`config.mk`:
```
export PLATFORM = sky130hd
export DESIGN_NAME = byte_lane_packer
export DESIGN_NICKNAME = d
export VERILOG_FILES = /design/src/rtl/bl_pkg.sv /design/src/rtl/bl_lane_ctrl.sv /design/src/rtl/bl_req_flag.sv /design/src/rtl/bl_tx_unpack.sv /design/src/rtl/bl_rx_pack.sv /design/src/rtl/byte_lane_packer.sv
export SDC_FILE = /design/constraint.sdc
export NUM_CORES = 1
export LEC_CHECK = 0
export ABC_AREA = 1
export BUFFER_PORTS_ARGS = -buffer_cell sky130_fd_sc_hd__buf_2
export CORE_UTILIZATION = 54
export DETAILED_ROUTE_END_ITERATION = 10
export PLACE_DENSITY = 0.81
export SLEW_MARGIN = 20
export SYNTH_ARGS = -nofsm -noshare
export SYNTH_HDL_FRONTEND = slang
export SYNTH_SLANG_ARGS = --single-unit
```
`constraint.sdc`:
```
create_clock -name clk -period 2.24 [get_ports clk]
set_clock_uncertainty 0.05 [all_clocks]
set_input_delay 0.672 -clock clk [delete_from_list [all_inputs] [get_ports clk]]
set_output_delay 0.672 -clock clk [all_outputs]
set_load 0.05 [all_outputs]
```
`src/rtl/bl_pkg.sv`:
```
// Shared types for the byte-lane packer.
// Assumes nothing beyond IEEE 1800-2017 packages.
package bl_pkg;
    // Direction of the active command
    typedef enum logic {
        DIR_TX = 1'b0,
        DIR_RX = 1'b1
    } bl_dir_e;
endpackage

```
`src/rtl/bl_lane_ctrl.sv`:
```
// Lane pointer and byte countdown for one command.
// Does: tracks which lane of the current word is next and how many bytes
// remain; flags the last lane of a word and the last byte of the command.
// Assumes: WORD_BYTES is a power of two, at least 2; step only while active.
module bl_lane_ctrl #(
    parameter int WORD_BYTES = 4,
    parameter int CNT_W      = 16,
    localparam int LANE_W    = $clog2(WORD_BYTES)
) (
    input  logic              clk,
    input  logic              rst_n,
    input  logic              start,
    input  logic [CNT_W-1:0]  count,
    input  logic              step,
    output logic [LANE_W-1:0] lane,
    output logic              word_end,
    output logic              last_byte,
    output logic              active
);
    localparam logic [LANE_W-1:0] LANE_LAST = LANE_W'(WORD_BYTES - 1);

    logic [LANE_W-1:0] lane_q;
    logic [CNT_W-1:0]  left_q;

    // Lane pointer and remaining-byte counter; start restarts both
    always_ff @(posedge clk) begin
        if (!rst_n) begin
            lane_q <= '0;
            left_q <= '0;
        end else if (start) begin
            lane_q <= '0;
            left_q <= count;
        end else if (step && active) begin
            lane_q <= word_end ? '0 : lane_q + 1'b1;
            left_q <= left_q - 1'b1;
        end
    end

    assign lane      = lane_q;
    assign active    = (left_q != '0);
    assign last_byte = (left_q == CNT_W'(1));
    assign word_end  = (lane_q == LANE_LAST) || last_byte;

    AST_START_LANE0: assert property (@(posedge clk) disable iff (!rst_n)
        start |=> (lane_q == '0));
    AST_WORD_WRAP: assert property (@(posedge clk) disable iff (!rst_n)
        (step && active && word_end && !start) |=> (lane_q == '0));
endmodule

```
`src/rtl/bl_req_flag.sv`:
```
// Sticky request flag with write-one-to-clear.
// Does: sets on any request event, clears on a clear pulse; set wins.
// Assumes: set and clr are single-cycle qualified strobes.
module bl_req_flag (
    input  logic clk,
    input  logic rst_n,
    input  logic set,
    input  logic clr,
    output logic req
);
    logic req_q;

    // Flag register: set has priority over clear
    always_ff @(posedge clk) begin
        if (!rst_n) req_q <= 1'b0;
        else if (set) req_q <= 1'b1;
        else if (clr) req_q <= 1'b0;
    end

    assign req = req_q;

    AST_REQ_SET: assert property (@(posedge clk) disable iff (!rst_n)
        set |=> req_q);
    AST_REQ_HOLD: assert property (@(posedge clk) disable iff (!rst_n)
        (req_q && !clr) |=> req_q);
    AST_REQ_CLEAR: assert property (@(posedge clk) disable iff (!rst_n)
        (clr && !set) |=> !req_q);
endmodule

```
`src/rtl/bl_tx_unpack.sv`:
```
// Transmit side: holds one written word and presents its lanes as bytes.
// Does: loads a word when empty, offers lane[lane] to the engine, empties
// after the last lane of a word or the last byte of the command.
// Assumes: lane comes from bl_lane_ctrl and advances on each take.
module bl_tx_unpack #(
    parameter int WORD_BYTES = 4,
    localparam int LANE_W    = $clog2(WORD_BYTES),
    localparam int WORD_W    = 8 * WORD_BYTES
) (
    input  logic              clk,
    input  logic              rst_n,
    input  logic              start,
    input  logic              en,
    input  logic              wr_en,
    input  logic [WORD_W-1:0] wr_data,
    input  logic [LANE_W-1:0] lane,
    input  logic              word_end,
    input  logic              ready,
    output logic              valid,
    output logic [7:0]        byte_out,
    output logic              take
);
    logic [WORD_W-1:0] word_q;
    logic              full_q;
    logic [7:0]        lane_bytes [WORD_BYTES];

    // Word holding register: load when empty, drop when its bytes are used
    always_ff @(posedge clk) begin
        if (!rst_n) begin
            word_q <= '0;
            full_q <= 1'b0;
        end else if (start) begin
            full_q <= 1'b0;
        end else if (take && word_end) begin
            full_q <= 1'b0;
        end else if (wr_en && en && !full_q) begin
            word_q <= wr_data;
            full_q <= 1'b1;
        end
    end

    // Split the held word into byte lanes
    for (genvar g = 0; g < WORD_BYTES; g++) begin : g_lane
        assign lane_bytes[g] = word_q[g*8 +: 8];
    end

    assign valid    = full_q && en;
    assign take     = valid && ready;
    assign byte_out = lane_bytes[lane];

    AST_TX_STALL: assert property (@(posedge clk) disable iff (!rst_n)
        (take && word_end && !start) |=> !valid);
    AST_TX_KEEP: assert property (@(posedge clk) disable iff (!rst_n)
        (full_q && wr_en && !take && !start) |=> $stable(word_q));
endmodule

```
`src/rtl/bl_rx_pack.sv`:
```
// Receive side: fills a word lane by lane and holds it until read.
// Does: writes each accepted byte into the current lane, marks the word
// complete at the word or command end, zeroes all lanes after a read.
// Assumes: lane comes from bl_lane_ctrl and advances on each accept.
module bl_rx_pack #(
    parameter int WORD_BYTES = 4,
    localparam int LANE_W    = $clog2(WORD_BYTES),
    localparam int WORD_W    = 8 * WORD_BYTES
) (
    input  logic              clk,
    input  logic              rst_n,
    input  logic              start,
    input  logic              en,
    input  logic              in_valid,
    input  logic [7:0]        in_byte,
    input  logic [LANE_W-1:0] lane,
    input  logic              word_end,
    input  logic              rd_en,
    output logic              in_ready,
    output logic              accept,
    output logic [WORD_W-1:0] word_out
);
    logic hold_q;
    logic flush;

    assign in_ready = en && !hold_q;
    assign accept   = in_valid && in_ready;
    assign flush    = start || (rd_en && hold_q);

    // Completion flag: set by the closing byte, cleared by read or start
    always_ff @(posedge clk) begin
        if (!rst_n) hold_q <= 1'b0;
        else if (flush) hold_q <= 1'b0;
        else if (accept && word_end) hold_q <= 1'b1;
    end

    // One byte register per lane; unfilled lanes stay zero
    for (genvar g = 0; g < WORD_BYTES; g++) begin : g_lane
        logic [7:0] byte_q;
        always_ff @(posedge clk) begin
            if (!rst_n) byte_q <= '0;
            else if (flush) byte_q <= '0;
            else if (accept && (lane == LANE_W'(g))) byte_q <= in_byte;
        end
        assign word_out[g*8 +: 8] = byte_q;
    end

    AST_RX_HOLD: assert property (@(posedge clk) disable iff (!rst_n)
        (hold_q && !rd_en && !start) |=> (hold_q && !in_ready));
    AST_RX_FLUSH: assert property (@(posedge clk) disable iff (!rst_n)
        (rd_en && hold_q) |=> (word_out == '0));
endmodule

```
`src/rtl/byte_lane_packer.sv`:
```
// Byte-lane packer between a word data register and a byte-serial engine.
// Does: unpacks transmit words lane 0 first, packs received bytes lane 0
// first, raises a sticky request whenever the register needs service and
// stalls the engine until it gets it.
// Assumes: cmd_start is a single-cycle pulse; software builds the address
// byte into lane 0 of the first transmit word.
module byte_lane_packer #(
    parameter int WORD_BYTES = 4,
    parameter int CNT_W      = 16,
    localparam int LANE_W    = $clog2(WORD_BYTES),
    localparam int WORD_W    = 8 * WORD_BYTES
) (
    input  logic              clk,
    input  logic              rst_n,
    input  logic              cmd_start,
    input  logic              cmd_rx,
    input  logic [CNT_W-1:0]  cmd_count,
    input  logic              reg_wr_en,
    input  logic [WORD_W-1:0] reg_wr_data,
    input  logic              reg_rd_en,
    output logic [WORD_W-1:0] reg_rd_data,
    input  logic              req_clr,
    output logic              req_flag,
    output logic              tx_valid,
    input  logic              tx_ready,
    output logic [7:0]        tx_byte,
    input  logic              rx_valid,
    output logic              rx_ready,
    input  logic [7:0]        rx_byte
);
    import bl_pkg::*;

    bl_dir_e           dir_q;
    logic [LANE_W-1:0] lane;
    logic              word_end, last_byte, active;
    logic              tx_en, rx_en, tx_take, rx_accept, step, req_set;

    // Latch the command direction at each start
    always_ff @(posedge clk) begin
        if (!rst_n) dir_q <= DIR_TX;
        else if (cmd_start) dir_q <= cmd_rx ? DIR_RX : DIR_TX;
    end

    assign tx_en = active && (dir_q == DIR_TX);
    assign rx_en = active && (dir_q == DIR_RX);
    assign step  = tx_take || rx_accept;

    // Request events: first transmit word, next transmit word, full receive word
    assign req_set = (cmd_start && !cmd_rx && (cmd_count != '0))
                   || (tx_take && word_end && !last_byte && !cmd_start)
                   || (rx_accept && word_end && !cmd_start);

    bl_lane_ctrl #(.WORD_BYTES(WORD_BYTES), .CNT_W(CNT_W)) u_lane (
        .clk(clk), .rst_n(rst_n), .start(cmd_start), .count(cmd_count),
        .step(step), .lane(lane), .word_end(word_end),
        .last_byte(last_byte), .active(active)
    );

    bl_tx_unpack #(.WORD_BYTES(WORD_BYTES)) u_tx (
        .clk(clk), .rst_n(rst_n), .start(cmd_start), .en(tx_en),
        .wr_en(reg_wr_en), .wr_data(reg_wr_data), .lane(lane),
        .word_end(word_end), .ready(tx_ready), .valid(tx_valid),
        .byte_out(tx_byte), .take(tx_take)
    );

    bl_rx_pack #(.WORD_BYTES(WORD_BYTES)) u_rx (
        .clk(clk), .rst_n(rst_n), .start(cmd_start), .en(rx_en),
        .in_valid(rx_valid), .in_byte(rx_byte), .lane(lane),
        .word_end(word_end), .rd_en(reg_rd_en), .in_ready(rx_ready),
        .accept(rx_accept), .word_out(reg_rd_data)
    );

    bl_req_flag u_req (
        .clk(clk), .rst_n(rst_n), .set(req_set), .clr(req_clr), .req(req_flag)
    );

    AST_ONE_DIR: assert property (@(posedge clk) disable iff (!rst_n)
        !(tx_valid && rx_ready));
    AST_TX_FIRST_REQ: assert property (@(posedge clk) disable iff (!rst_n)
        (cmd_start && !cmd_rx && (cmd_count != '0)) |=> (req_flag && !tx_valid));
endmodule

```
== Word-level counts from Yosys, hierarchy flattened ==
Index checks and enable logic that the tools add are counted.
Word-level totals
  output and inout bits: 43
  word-level logic and storage cells: 72
  input bits: 65
  flip-flop bits (word level): 86
Operators by class
  eq/ne operators: 4
  magnitude comparators: 1
  $add $sub $neg: 2
  reduce and logical (&&, ||, !) cells: 40
  multiplexer cells: 9
  bitwise gates (word level): 5
Operator list (number)
  2-to-1 mux 16 bit: 2
  nonzero test 16 bit: 2
  logical AND 1 bit: 21
  binary-select mux 8 bit (select 2 bit): 1
  equality test 16 x 1 -> 1 bit, second input constant: 1
  2-to-1 mux 8 bit: 2
  subtractor 16 x 1 -> 16 bit, second input constant: 1
  zero test 1 bit: 5
  logical OR 1 bit: 5
  equality test 2 bit, second input constant: 2
  inverter 1 bit: 4
  nonzero test 2 bit: 2
  OR reduction 2 bit: 2
  greater-or-equal comparator 3 bit, second input constant: 1
  2-to-1 mux 1 bit: 3
  inverter 2 -> 3 bit: 1
  AND reduction 3 bit: 1
  OR reduction 3 bit: 1
  adder 2 x 1 -> 2 bit, second input constant: 1
  equality test 2 x 1 -> 1 bit, second input constant: 1
  zero test 2 bit: 1
  2-to-1 mux 2 bit: 1

== Logic depth before layout (Yosys ltp) ==
  depth after elaboration: 10
  mapped depth: 12
  mapped depth without buffers: 12

== By module ==
Synthesis repeated with hierarchy kept, for this count alone.
Unflattened totals
  cells, all modules: 776
  area, all modules: 4778.3 µm²
Modules (own cells, without submodules)
  bl_tx_unpack: times used 1, area each 1938.1 µm², seq. area each 660.6 µm², cells each 331
  bl_rx_pack: times used 1, area each 1368.8 µm², seq. area each 660.6 µm², cells each 196
  bl_lane_ctrl: times used 1, area each 1292.5 µm², seq. area each 360.3 µm², cells each 213
  byte_lane_packer: times used 1, area each 135.1 µm², seq. area each 20.0 µm², cells each 30
  bl_req_flag: times used 1, area each 43.8 µm², seq. area each 20.0 µm², cells each 6

== Worst setup path after synthesis ==
Ideal clock, no wire load.
  path type: register to output
  start: reg u_lane.lane_q[0] (netlist: u_lane.lane[0])
  end: out tx_byte[2]
  buffers on the path: 1
  required time: 1.518 ns
  stages on the path, launching flop included: 5
  setup slack: -0.095 ns
  arrival: 1.613 ns
  cells stage by stage: dfxtp_1 -> inv_1 -> buf_1 -> a21oi_1 -> a21oi_1
Between the ends
  cells in the longest elaborated chain, start to end: 4
RTL lines
  start, declared: line bl_lane_ctrl.sv:22  | logic [LANE_W-1:0] lane_q;
  start signal, assigned: line bl_lane_ctrl.sv:34  | lane_q <= word_end ? '0 : lane_q + 1'b1;
  inverter 2 -> 3 bit (implied by the code): line bl_tx_unpack.sv:49  | assign byte_out = lane_bytes[lane];
  binary-select mux 8 bit (select 2 bit): line bl_tx_unpack.sv:49
  2-to-1 mux 8 bit (implied by the code) (2 in a row): line bl_tx_unpack.sv:49
  end, declared: line byte_lane_packer.sv:26  | output logic [7:0] tx_byte,
No other way between the ends. The select of a mux whose other input is x is not followed.

== Worst setup path after layout ==
  start: reg u_lane.lane_q[0] (netlist: u_lane.lane[0])
  end: out tx_byte[1]
Same word-level chain as after synthesis.

==> results.md <==
* Die H at 92.1 um
* Syn-to-layout area delta at 25.4%
* PwrDens at 667 mW/mm2
* Worst skew pair latency at 0.37 ns
* Required time of the critical path at 1.52 ns
* Post-layout min period at 2.27 ns
* Average wire per standard cell at 14.4 um
* Root Buffer: clkbuf_8
* Nets at 809
* Yosys reg bits at 86
* Cell Rows at 32
* Yosys warns at 0
* Final Cycle Share at 101%
* GRT overflow at 0
* EDFF count, synth at 0
* Worst EP arrival at 1.54 ns
* Crit end category: output port
* Clock-pin slew on the worst setup and hold paths at 0.08 ns
* Post-Route WL at 12100 um
* Mapped Cells at 620
* Die Area at 0.00848 mm2
* Pin slew with the least headroom to its limit at 0.502 ns
* CTS H-tree depth at 3
* CP Launch Type: flip-flop
* Vias per cell at 5.51
* I/O pins at 108
* Crit Path Category: flip-flop to output port
* Post-synth top area share at 39.3%
* Most instantiated library cell after synthesis: nand2_1
* Final setup violation count at 1
* Final Cell Area at 0.00549 mm2
* Maximum VDD drop at 0.000394 V
* Largest fanout on the critical path at 6
* Async SR Flop Fraction at 0%
* Max Fclk at 441 MHz
* Final WS setup at -0.0254 ns
* Synth Flop Type: dfxtp_1
* RSZ-0062 raised after global routing: true
* Largest area contributor in the netlist: dfxtp_1
* Antenna-violating nets left at 0
* Placed cell areas at 0.00500 mm2
* Starting Density at 56.1%
* Sink Count at 86
* Pin count of the biggest net entering global routing at 63
* TritonRoute pass-1 iters at 5
* Antenna violations before repair at 0
* Vias in the first global route at 4181
* Failing checks: negative setup slack
* Die Wd at 92.1 um
* DRC at 0
* Synthesized area per cell at 7.07 um2
* Hold violation count in the final report at 0
* Total GRT Usage at 28.5%
* Seq/Total Area, Yosys at 39.3%
* TNS Setup at -0.0254 ns
* Outcome: finished, violations left
* CTS max path bufs at 2
* Core area at 0.00781 mm2
* First-pass GRT wire length at 19300 um
* HP Class: flip-flop to flip-flop
* Top post-synthesis cells by area: dfxtp_1 39%, a21oi_1 12%, nand2_1 10%
* Pins Over Slew Limit at 0
* DR vias at 4654
* Share of cells above drive strength 1 at 28.2%
* Synth Net Count at 692
* CTS tree: yes
* Library cells used by synthesis at 28
* Synth Cell Area at 0.00438 mm2
* RePlAce Congestion at 0.865
* # diodes at 0
* DRT iter0 DRCs at 269
* CTS Buf Count at 9
* CTS Hold Buffers Added at 0
* Max cap viols at 0
* Slew HR at 66.5%
* Top cells by count, synth: 121 x nand2_1, 105 x a21oi_1, 86 x dfxtp_1, 69 x inv_1, 53 x nor2_1
* Port Buf Inserts at 107
* Dpl hpwl at 8150 um
* Leakage at 2.40 nW
-- layout by cell type (no fill, tap or decap), types with 2 or more instances in the layout --
cell and instances:
ha_1 6, o21ai_1 9, buf_2 97, nor2_2 2, nand2_4 3, o21bai_1 2, o21ai_0 39, a21oi_2 9
a21oi_1 96, clkinvlp_4 6, buf_6 6, dfxtp_1 73, nor2_4 7, nand4_4 2, buf_4 33, nand3_4 2
buf_12 2, xor2_1 2, dfxtp_4 3, nand2_1 121, nand2_2 2, nand3_1 18, nor2_1 50, nand4_1 50
dfxtp_2 10, clkinv_4 2, inv_6 3, inv_1 65, clkbuf_8 9
-- layout make-up --
| cell class | instances | area, um2 |
|---|---|---|
| Clock buffer | 9 | 124 |
| Clock inverter | 7 | 78.8 |
| Fill cell | 613 | 2310 |
| Inverter | 69 | 269 |
| Multi-Input combinational cell | 428 | 2260 |
| Sequential cell | 86 | 1750 |
| Tap cell | 102 | 128 |
| Timing Repair Buffer | 139 | 856 |
| Timing Repair inverter | 4 | 30.0 |
-- critical path, cell delays in order (launching register included) --
cell,delay [ns]
dfxtp_4,0.41
clkinvlp_4,0.15
o21ai_0,0.24
a21oi_1,0.09
a21oi_2,0.13
buf_6,0.17
-- per-layer routing --
| layer | part of all wire [%] | wire length, um | track usage [%] |
|---|---|---|---|
| met4 | 4.1 | 494 | 15.8 |
| met2 | 48 | 5810 | 47.0 |
| met3 | 6.6 | 800 | 4.89 |
| met5 | 0 | 0 | 0 |
| met1 | 41 | 5020 | 35.2 |
-- registers in the layout (all words and copies together), names as in the netlist --
name,flops
u_tx.full_q,1
u_req.req,1
u_rx.g_lane.byte_q,32
u_tx.word_q,32
u_lane.left_q,16
u_lane.lane,2
u_rx.hold_q,1
dir_q,1
-- power by group --
part           switching, W  leakage, nW  internal (W)
registers         0.0000722        0.707       0.00161
clock network      0.000604        0.105      0.000529
logic              0.000530         1.59      0.000319
-- what timing repair did --
action	4_1_cts	5_1_grt
pin swaps	6	4
gates resized for setup	37	21
cloned	3	1
endpoints found under the setup margin	10	10
buffers inserted	12	5
-- worst paths after layout --
check / from / endpoint / slack, ns / cells after the start
worst max register to register: u_lane.left_q[10] / u_tx.word_q[24] / 0.32 / 9
worst min-delay path: u_tx.word_q[27] / u_tx.word_q[27] / 0.40 / 2
worst max-delay path: u_lane.lane[0] / tx_byte[1] / -0.03 / 5
worst min register to register: u_tx.word_q[27] / u_tx.word_q[27] / 0.40 / 2
-- logic make-up after synthesis --
kind of cell | after synthesis | synth area share, %
flops | 86 | 39.3
mux | 1 | 0.228
fa+ha+maj | 7 | 2.00
simple gates | 261 | 29.0
compound gates | 157 | 18.2
buf+inv | 106 | 10.9
xor+xnor | 2 | 0.400
-- through the flow --
step,instances,utilization [%],power [W],hold slack (ns),worst slack [ns]
3_3_place_gp,807,64.0,0.00241,0.383,0.208
2_1_floorplan,620,-,0.00224,0.374,0.176
4_1_cts,838,69.1,0.00362,0.403,0.000147
6_report,844,70.4,0.00366,0.404,-0.0254
3_5_place_dp,807,64.0,0.00243,0.391,0.166
5_1_grt,844,70.4,0.00382,0.429,-0.0893
(Power assumes the default switching activity.)
